[src/rtl/irq_evt_pkg.sv]
// Shared types for the interrupt event register.
// Assumes nothing beyond a standard SystemVerilog package scope.
package irq_evt_pkg;
    // Which register the current bus access targets.
    typedef enum logic [1:0] {
        SEL_NONE  = 2'd0,
        SEL_EVENT = 2'd1,
        SEL_MASK  = 2'd2
    } reg_sel_e;
endpackage

[src/rtl/irq_bus_decode.sv]
// Decodes a bus access into register strobes.
// Assumes one access per cycle and a combinational reply.
module irq_bus_decode
    import irq_evt_pkg::*;
#(
    parameter int ADDR_W   = 4,
    parameter int EVT_OFS  = 0,
    parameter int MASK_OFS = 4
) (
    input  logic              bus_sel,
    input  logic              bus_wr,
    input  logic [ADDR_W-1:0] bus_addr,
    input  logic              legacy_rtc,
    output reg_sel_e          target,
    output logic              evt_w1c_en,
    output logic              mask_wr_en,
    output logic              evt_rd_clr
);
    localparam logic [ADDR_W-1:0] EVT_A  = ADDR_W'(EVT_OFS);
    localparam logic [ADDR_W-1:0] MASK_A = ADDR_W'(MASK_OFS);

    // Address match to register select.
    always_comb begin
        if (!bus_sel)                target = SEL_NONE;
        else if (bus_addr == EVT_A)  target = SEL_EVENT;
        else if (bus_addr == MASK_A) target = SEL_MASK;
        else                         target = SEL_NONE;
    end

    // Strobes for write-one-clear, mask write and legacy read-clear.
    always_comb begin
        evt_w1c_en = (target == SEL_EVENT) && bus_wr;
        mask_wr_en = (target == SEL_MASK) && bus_wr;
        evt_rd_clr = (target == SEL_EVENT) && !bus_wr && legacy_rtc;
    end
endmodule

[src/rtl/irq_evt_cell.sv]
// One sticky event bit.
// A set normally wins over a write-one clear. The legacy read-clear is
// the exception: it wins over a set and so reproduces the lost event.
module irq_evt_cell (
    input  logic clk,
    input  logic rst_n,
    input  logic set_i,
    input  logic w1c_i,
    input  logic rdclr_i,
    output logic q
);
    // Bit state update with the priorities above.
    always_ff @(posedge clk) begin
        if (!rst_n)       q <= 1'b0;
        else if (rdclr_i) q <= 1'b0;
        else if (set_i)   q <= 1'b1;
        else if (w1c_i)   q <= 1'b0;
    end
endmodule

[src/rtl/irq_evt_bank.sv]
// The event register, one cell per bit.
// Assumes evt_in pulses last one cycle. A longer pulse only re-sets the bit.
module irq_evt_bank #(
    parameter int WIDTH = 32
) (
    input  logic             clk,
    input  logic             rst_n,
    input  logic [WIDTH-1:0] evt_in,
    input  logic             w1c_en,
    input  logic [WIDTH-1:0] wdata,
    input  logic             rd_clr,
    output logic [WIDTH-1:0] evt_q
);
    // Per-bit clear request from a write-one access.
    logic [WIDTH-1:0] clr_bits;

    // Gate write data into clear requests.
    always_comb clr_bits = w1c_en ? wdata : '0;

    for (genvar i = 0; i < WIDTH; i++) begin : g_bit
        irq_evt_cell u_cell (
            .clk     (clk),
            .rst_n   (rst_n),
            .set_i   (evt_in[i]),
            .w1c_i   (clr_bits[i]),
            .rdclr_i (rd_clr),
            .q       (evt_q[i])
        );
    end
endmodule

[src/rtl/irq_mask_reg.sv]
// Plain read/write mask register.
// Assumes a write strobe lasts one cycle.
module irq_mask_reg #(
    parameter int WIDTH = 32
) (
    input  logic             clk,
    input  logic             rst_n,
    input  logic             wr_en,
    input  logic [WIDTH-1:0] wdata,
    output logic [WIDTH-1:0] mask_q
);
    // Load on write, clear on reset.
    always_ff @(posedge clk) begin
        if (!rst_n)     mask_q <= '0;
        else if (wr_en) mask_q <= wdata;
    end
endmodule

[src/rtl/irq_event_reg.sv]
// Interrupt event register with write-one-to-clear, a mask and a level output.
// Assumes a single bus master and one access per cycle. Read data is
// combinational from the current register values.
module irq_event_reg
    import irq_evt_pkg::*;
#(
    parameter int WIDTH    = 32,
    parameter int ADDR_W   = 4,
    parameter int EVT_OFS  = 0,
    parameter int MASK_OFS = 4
) (
    input  logic              clk,
    input  logic              rst_n,
    input  logic [WIDTH-1:0]  evt_in,
    input  logic              legacy_rtc,
    input  logic              bus_sel,
    input  logic              bus_wr,
    input  logic [ADDR_W-1:0] bus_addr,
    input  logic [WIDTH-1:0]  bus_wdata,
    output logic [WIDTH-1:0]  bus_rdata,
    output logic              irq
);
    reg_sel_e         target;
    logic             evt_w1c_en;
    logic             mask_wr_en;
    logic             evt_rd_clr;
    logic [WIDTH-1:0] evt_q;
    logic [WIDTH-1:0] mask_q;

    irq_bus_decode #(
        .ADDR_W   (ADDR_W),
        .EVT_OFS  (EVT_OFS),
        .MASK_OFS (MASK_OFS)
    ) u_dec (
        .bus_sel    (bus_sel),
        .bus_wr     (bus_wr),
        .bus_addr   (bus_addr),
        .legacy_rtc (legacy_rtc),
        .target     (target),
        .evt_w1c_en (evt_w1c_en),
        .mask_wr_en (mask_wr_en),
        .evt_rd_clr (evt_rd_clr)
    );

    irq_evt_bank #(.WIDTH(WIDTH)) u_evt (
        .clk    (clk),
        .rst_n  (rst_n),
        .evt_in (evt_in),
        .w1c_en (evt_w1c_en),
        .wdata  (bus_wdata),
        .rd_clr (evt_rd_clr),
        .evt_q  (evt_q)
    );

    irq_mask_reg #(.WIDTH(WIDTH)) u_mask (
        .clk    (clk),
        .rst_n  (rst_n),
        .wr_en  (mask_wr_en),
        .wdata  (bus_wdata),
        .mask_q (mask_q)
    );

    // Read mux; data only during a read access.
    always_comb begin
        bus_rdata = '0;
        if (!bus_wr) begin
            case (target)
                SEL_EVENT: bus_rdata = evt_q;
                SEL_MASK:  bus_rdata = mask_q;
                default:   bus_rdata = '0;
            endcase
        end
    end

    // Masked OR of pending events.
    always_comb irq = |(evt_q & mask_q);
endmodule

[config.mk]
export PLATFORM = sky130hd
export DESIGN_NAME = irq_event_reg
export DESIGN_NICKNAME = d
export VERILOG_FILES = /design/src/rtl/irq_evt_pkg.sv /design/src/rtl/irq_bus_decode.sv /design/src/rtl/irq_evt_cell.sv /design/src/rtl/irq_evt_bank.sv /design/src/rtl/irq_mask_reg.sv /design/src/rtl/irq_event_reg.sv
export SDC_FILE = /design/constraint.sdc
export NUM_CORES = 1
export LEC_CHECK = 0
export BUFFER_PORTS_ARGS = -buffer_cell sky130_fd_sc_hd__buf_2
export CAP_MARGIN = 30
export CELL_PAD_IN_SITES_DETAIL_PLACEMENT = 0
export CELL_PAD_IN_SITES_GLOBAL_PLACEMENT = 2
export CORE_MARGIN = 8
export CORE_UTILIZATION = 29
export CTS_CLUSTER_SIZE = 10
export DETAILED_ROUTE_END_ITERATION = 10
export MAX_ROUTING_LAYER = met4
export PLACE_DENSITY_LB_ADDON = 0.1
export SETUP_SLACK_MARGIN = 0.2
export SLEW_MARGIN = 10
export SYNTH_ARGS = -nofsm -noshare
export SYNTH_HDL_FRONTEND = slang
export SYNTH_SLANG_ARGS = --single-unit
[constraint.sdc]
create_clock -name clk -period 1.6 [get_ports clk]
set_input_delay 0.32 -clock clk [delete_from_list [all_inputs] [get_ports clk]]
set_output_delay 0.32 -clock clk [all_outputs]
set_load 0.01 [all_outputs]
==> results.py <==
metrics = {
    "run_status": {
        "run_status": "finished, violations left",
        "failing_checks": "setup timing",
    },
    "critical_path": {
        "critical_path_class": "flop to output port",
        "worst-r2r-setup-slack_ns": 0.66,
        "r2r-end": "u_evt.g_bit[17].u_cell.q",
        "r2r_path_start": "u_evt.g_bit[17].u_cell.q",
        "timing.critical_path.to_type": "output port",
        "worst_ep_required_time_ns": 1.28,
        "crit_arrival_ns": 1.76,
        "critical_path.slowest_cell": "sky130_fd_sc_hd__or4_4",
        "cp_top_family": "simple AND/OR/NAND/NOR gates",
        "critPathMaxStageDelay_ns": 0.53,
        "critical_path_buf_inv_count": 2,
        "start_kind": "flop",
        "cp_max_fo": 2,
        "ff2ff_path_depth": 3,
        "crit_chain": "a22oi_2 > buf_4 > nand4_1 > or4_4 > buf_6",
    },
    "timing": {
        "setup_ws_ns": -0.4764,
        "worst_pin_slew_ns": 0.2989,
        "setup_viol_count_final": 97,
        "finalWorstPathRequiredPeriod_ns": 2.076,
        "final_layout_worst_hold_slack_ns": 0.2412,
        "timing_max_transition_violations_final": 0,
        "relSlewSlack_pct": 80.07,
        "setup_tns_ns": -14.84,
        "final-hold-violation-count": 0,
        "final_worst_path_cycle_share_pct": 129.8,
        "timing.clock.skew_ns": 0,
        "max_freq_mhz": 481.6,
        "rsz_0062_raised_after_global_routing": "true",
    },
    "synthesis": {
        "postSynthCellCount": 419,
        "yosysSeqAreaShare_pct": 38.00,
        "synth-edff-count": 0,
        "netlist_area_mm2": 0.003372,
        "syn-num-nets": 492,
        "ys_top_cells_by_count": "sky130_fd_sc_hd__dfxtp_1 (64), sky130_fd_sc_hd__nand2_1 (64), sky130_fd_sc_hd__nand3_1 (64)",
        "ys_ff_latch": 64,
        "syn_avg_cell_area_um2": 8.048,
        "synth_area_leaders": "sky130_fd_sc_hd__dfxtp_1 (38%), sky130_fd_sc_hd__mux2i_1 (9.5%), sky130_fd_sc_hd__nand3_1 (9.5%), sky130_fd_sc_hd__a311oi_1 (8.3%), sky130_fd_sc_hd__nand2_1 (7.1%)",
        "synth-async-reset-ratio_pct": 0,
        "ys_dominant_reg_cell": "sky130_fd_sc_hd__dfxtp_1",
        "yosys.cell_types.count": 23,
        "synthDominantCellAreaShare_pct": 38.00,
        "synthesis.yosys.warnings": 0,
        "netlist.top_cell.by_area": "sky130_fd_sc_hd__dfxtp_1",
    },
    "floorplan": {
        "floorplan.die_area_mm2": 0.01533,
        "core_area_mm2": 0.01137,
        "fp.dieW_um": 123.8,
        "die_span_in_y_um": 123.8,
        "start_util_pct": 29.66,
        "floorplan.io_pins": 106,
        "core.rowCount": 39,
    },
    "final_layout": {
        "finish.net_count": 684,
        "syn_to_final_growth_pct": 92.95,
        "final_cells": 758,
        "finalCoreUtilization_pct": 57.22,
        "layout-drive-gt1-share_pct": 61.14,
        "diodes": 0,
        "filler_cell_count": 1021,
    },
    "hold_path": {
        "hold_end": "u_mask.mask_q[0]",
        "timing.hold.worst.class": "input pin to flop",
        "worstHoldStart": "bus_wdata[0]",
        "hold_path_depth": 3,
    },
    "drt": {
        "drt_iter0_markers": 202,
        "drt_pass1_iterations": 4,
        "drtAntennaViolNets": 0,
        "remaining_drc_errors": 0,
        "avgViaCountPerCell": 5.216,
        "num_vias": 3954,
        "detail_route.wirelength_um": 15580,
        "route.detailed.wl_per_inst_um": 20.56,
    },
    "power_and_ir_drop": {
        "peakVddDrop_mv": 0.5455,
        "p_seq_share_pct": 37.6,
        "p_comb_share_pct": 17.8,
        "power.static_leakage_nw": 2.434,
        "swShare_pct": 25.97,
        "p_switching_w": 0.001184,
        "power_w": 0.004561,
        "clock_power_share_pct": 44.6,
        "cellInternalPower_w": 0.003377,
        "power.density_mw_per_mm2": 701.0,
    },
    "clock_tree": {
        "clk-insertion-delay-late_ns": 0.32,
        "cts_root_buffer": "sky130_fd_sc_hd__clkbuf_16",
        "path_clk_slew_ns": 0.06,
        "numCtsBuffers": 9,
        "cts_tree": "done",
        "htree_num_levels": 3,
        "clock_sink_count": 64,
        "cts_max_path_buffers": 2,
    },
    "global_routing": {
        "global_route_total_usage_across_every_layer_pct": 20.42,
        "gr-total-overflow": 0,
        "grt_pass1_wl_um": 22840,
        "pin_count_of_the_biggest_net_entering_global_routing": 65,
        "number_of_antenna_violations_at_the_first_check_in_global_routing": 0,
        "first_global_vias": 3997,
    },
    "place": {
        "numPlacedInstances": 707,
        "gp_congestion": 0.7783,
        "detailedPlacementHpwl_um": 9115,
        "place.port_buffers": 105,
    },
    "job": {
        "count_of_max_cap_constraint_violations": 0,
    },
}
==> cell usage in the layout, fill, tap and decap left out, types with 3 or more instances in the layout <==
| cell | instances |
|---|---|
| sky130_fd_sc_hd__buf_12 | 18 |
| sky130_fd_sc_hd__buf_6 | 16 |
| sky130_fd_sc_hd__buf_8 | 3 |
| sky130_fd_sc_hd__dfxtp_1 | 61 |
| sky130_fd_sc_hd__a22oi_2 | 13 |
| sky130_fd_sc_hd__nand3_4 | 24 |
| sky130_fd_sc_hd__a22oi_1 | 3 |
| sky130_fd_sc_hd__mux2i_1 | 30 |
| sky130_fd_sc_hd__nor2_1 | 32 |
| sky130_fd_sc_hd__a21oi_2 | 30 |
| sky130_fd_sc_hd__nor2b_1 | 32 |
| sky130_fd_sc_hd__nand3_2 | 32 |
| sky130_fd_sc_hd__dfxtp_2 | 3 |
| sky130_fd_sc_hd__clkbuf_8 | 3 |
| sky130_fd_sc_hd__buf_4 | 68 |
| sky130_fd_sc_hd__a311oi_1 | 3 |
| sky130_fd_sc_hd__nand2_1 | 64 |
| sky130_fd_sc_hd__nand4_1 | 4 |
| sky130_fd_sc_hd__a311oi_2 | 29 |
| sky130_fd_sc_hd__buf_2 | 100 |
| sky130_fd_sc_hd__clkbuf_16 | 11 |
| sky130_fd_sc_hd__buf_16 | 13 |
| sky130_fd_sc_hd__nand3_1 | 8 |
==> worst reg2reg max path, stage by stage, from the launching register on <==
cell and delay, ns:
sky130_fd_sc_hd__dfxtp_1 0.38, sky130_fd_sc_hd__buf_4 0.16, sky130_fd_sc_hd__nor2_1 0.06, sky130_fd_sc_hd__a311oi_2 0.25
==> final cells by class <==
| type | instances | area [um2] | area share (%) |
|---|---|---|---|
| sequential | 64 | 1285 | 19.75 |
| clock inverter | 3 | 40.04 | 0.6154 |
| inverter | 3 | 11.26 | 0.1731 |
| timing repair buffer | 220 | 2004 | 30.81 |
| clock buffer | 12 | 266.5 | 4.096 |
| multi-input combinational | 313 | 2720 | 41.81 |
| tap | 143 | 178.9 | 2.750 |
==> registers in the layout, indices dropped and copies added, names as in the netlist <==
signal                flops
u_evt.g_bit.u_cell.q     32
u_mask.mask_q            32
==> power groups by stage <==
stage | logic [W] | registers, W | clock network (W)
global route | 0.000863 | 0.00172 | 0.00212
finish | 0.000812 | 0.00171 | 0.00204
CTS | 0.000739 | 0.00171 | 0.00206
floorplan | 0.000245 | 0.00173 | 0
detailed placement | 0.000558 | 0.00174 | 0
global placement | 0.000553 | 0.00174 | 0
==> stage by stage <==
stage / cell area [um2] / setup WS, ns
2_1_floorplan: 3522 / 0.05139
3_3_place_gp: 4643 / -0.2900
3_5_place_dp: 4643 / -0.3433
4_1_cts: 5973 / -0.4524
5_1_grt: 6506 / -0.5019
6_report: 6506 / -0.4764
==> worst max-delay path by stage <==
stage,startpoint,end,depth (start not counted)
floorplan,bus_addr[3],bus_rdata[17],5
global placement,bus_addr[3],bus_rdata[27],6
detailed placement,bus_addr[3],u_mask.mask_q[21],6
CTS,u_evt.g_bit[16].u_cell.q,irq,5
global route,u_mask.mask_q[16],irq,5
finish,u_mask.mask_q[16],irq,5
==> cells by family after synthesis <==
kind of cell | Yosys count | share of synthesized area [%]
flip-flops | 64 | 38.00
multiplexers | 32 | 9.499
AND/OR/NAND/NOR | 200 | 28.16
AO/OA/AOI/OAI | 81 | 16.92
buffers and inverters | 42 | 7.421
==> repair_timing <==
item / 4_1_cts / 5_1_grt
hold buffers: 0 / 0
pin swaps: 39 / 56
setup buffers: 16 / 3
gates resized for setup: 97 / 79
cloned: 15 / 2
endpoints found under the setup margin: 97 / 97
==> routing by layer <==
metal	global-route usage (%)	routed length, um
met1	26.00	7097
met2	31.23	7291
met3	3.672	763
met4	8.578	428
met5	-	0
(Power assumes the default switching activity.)
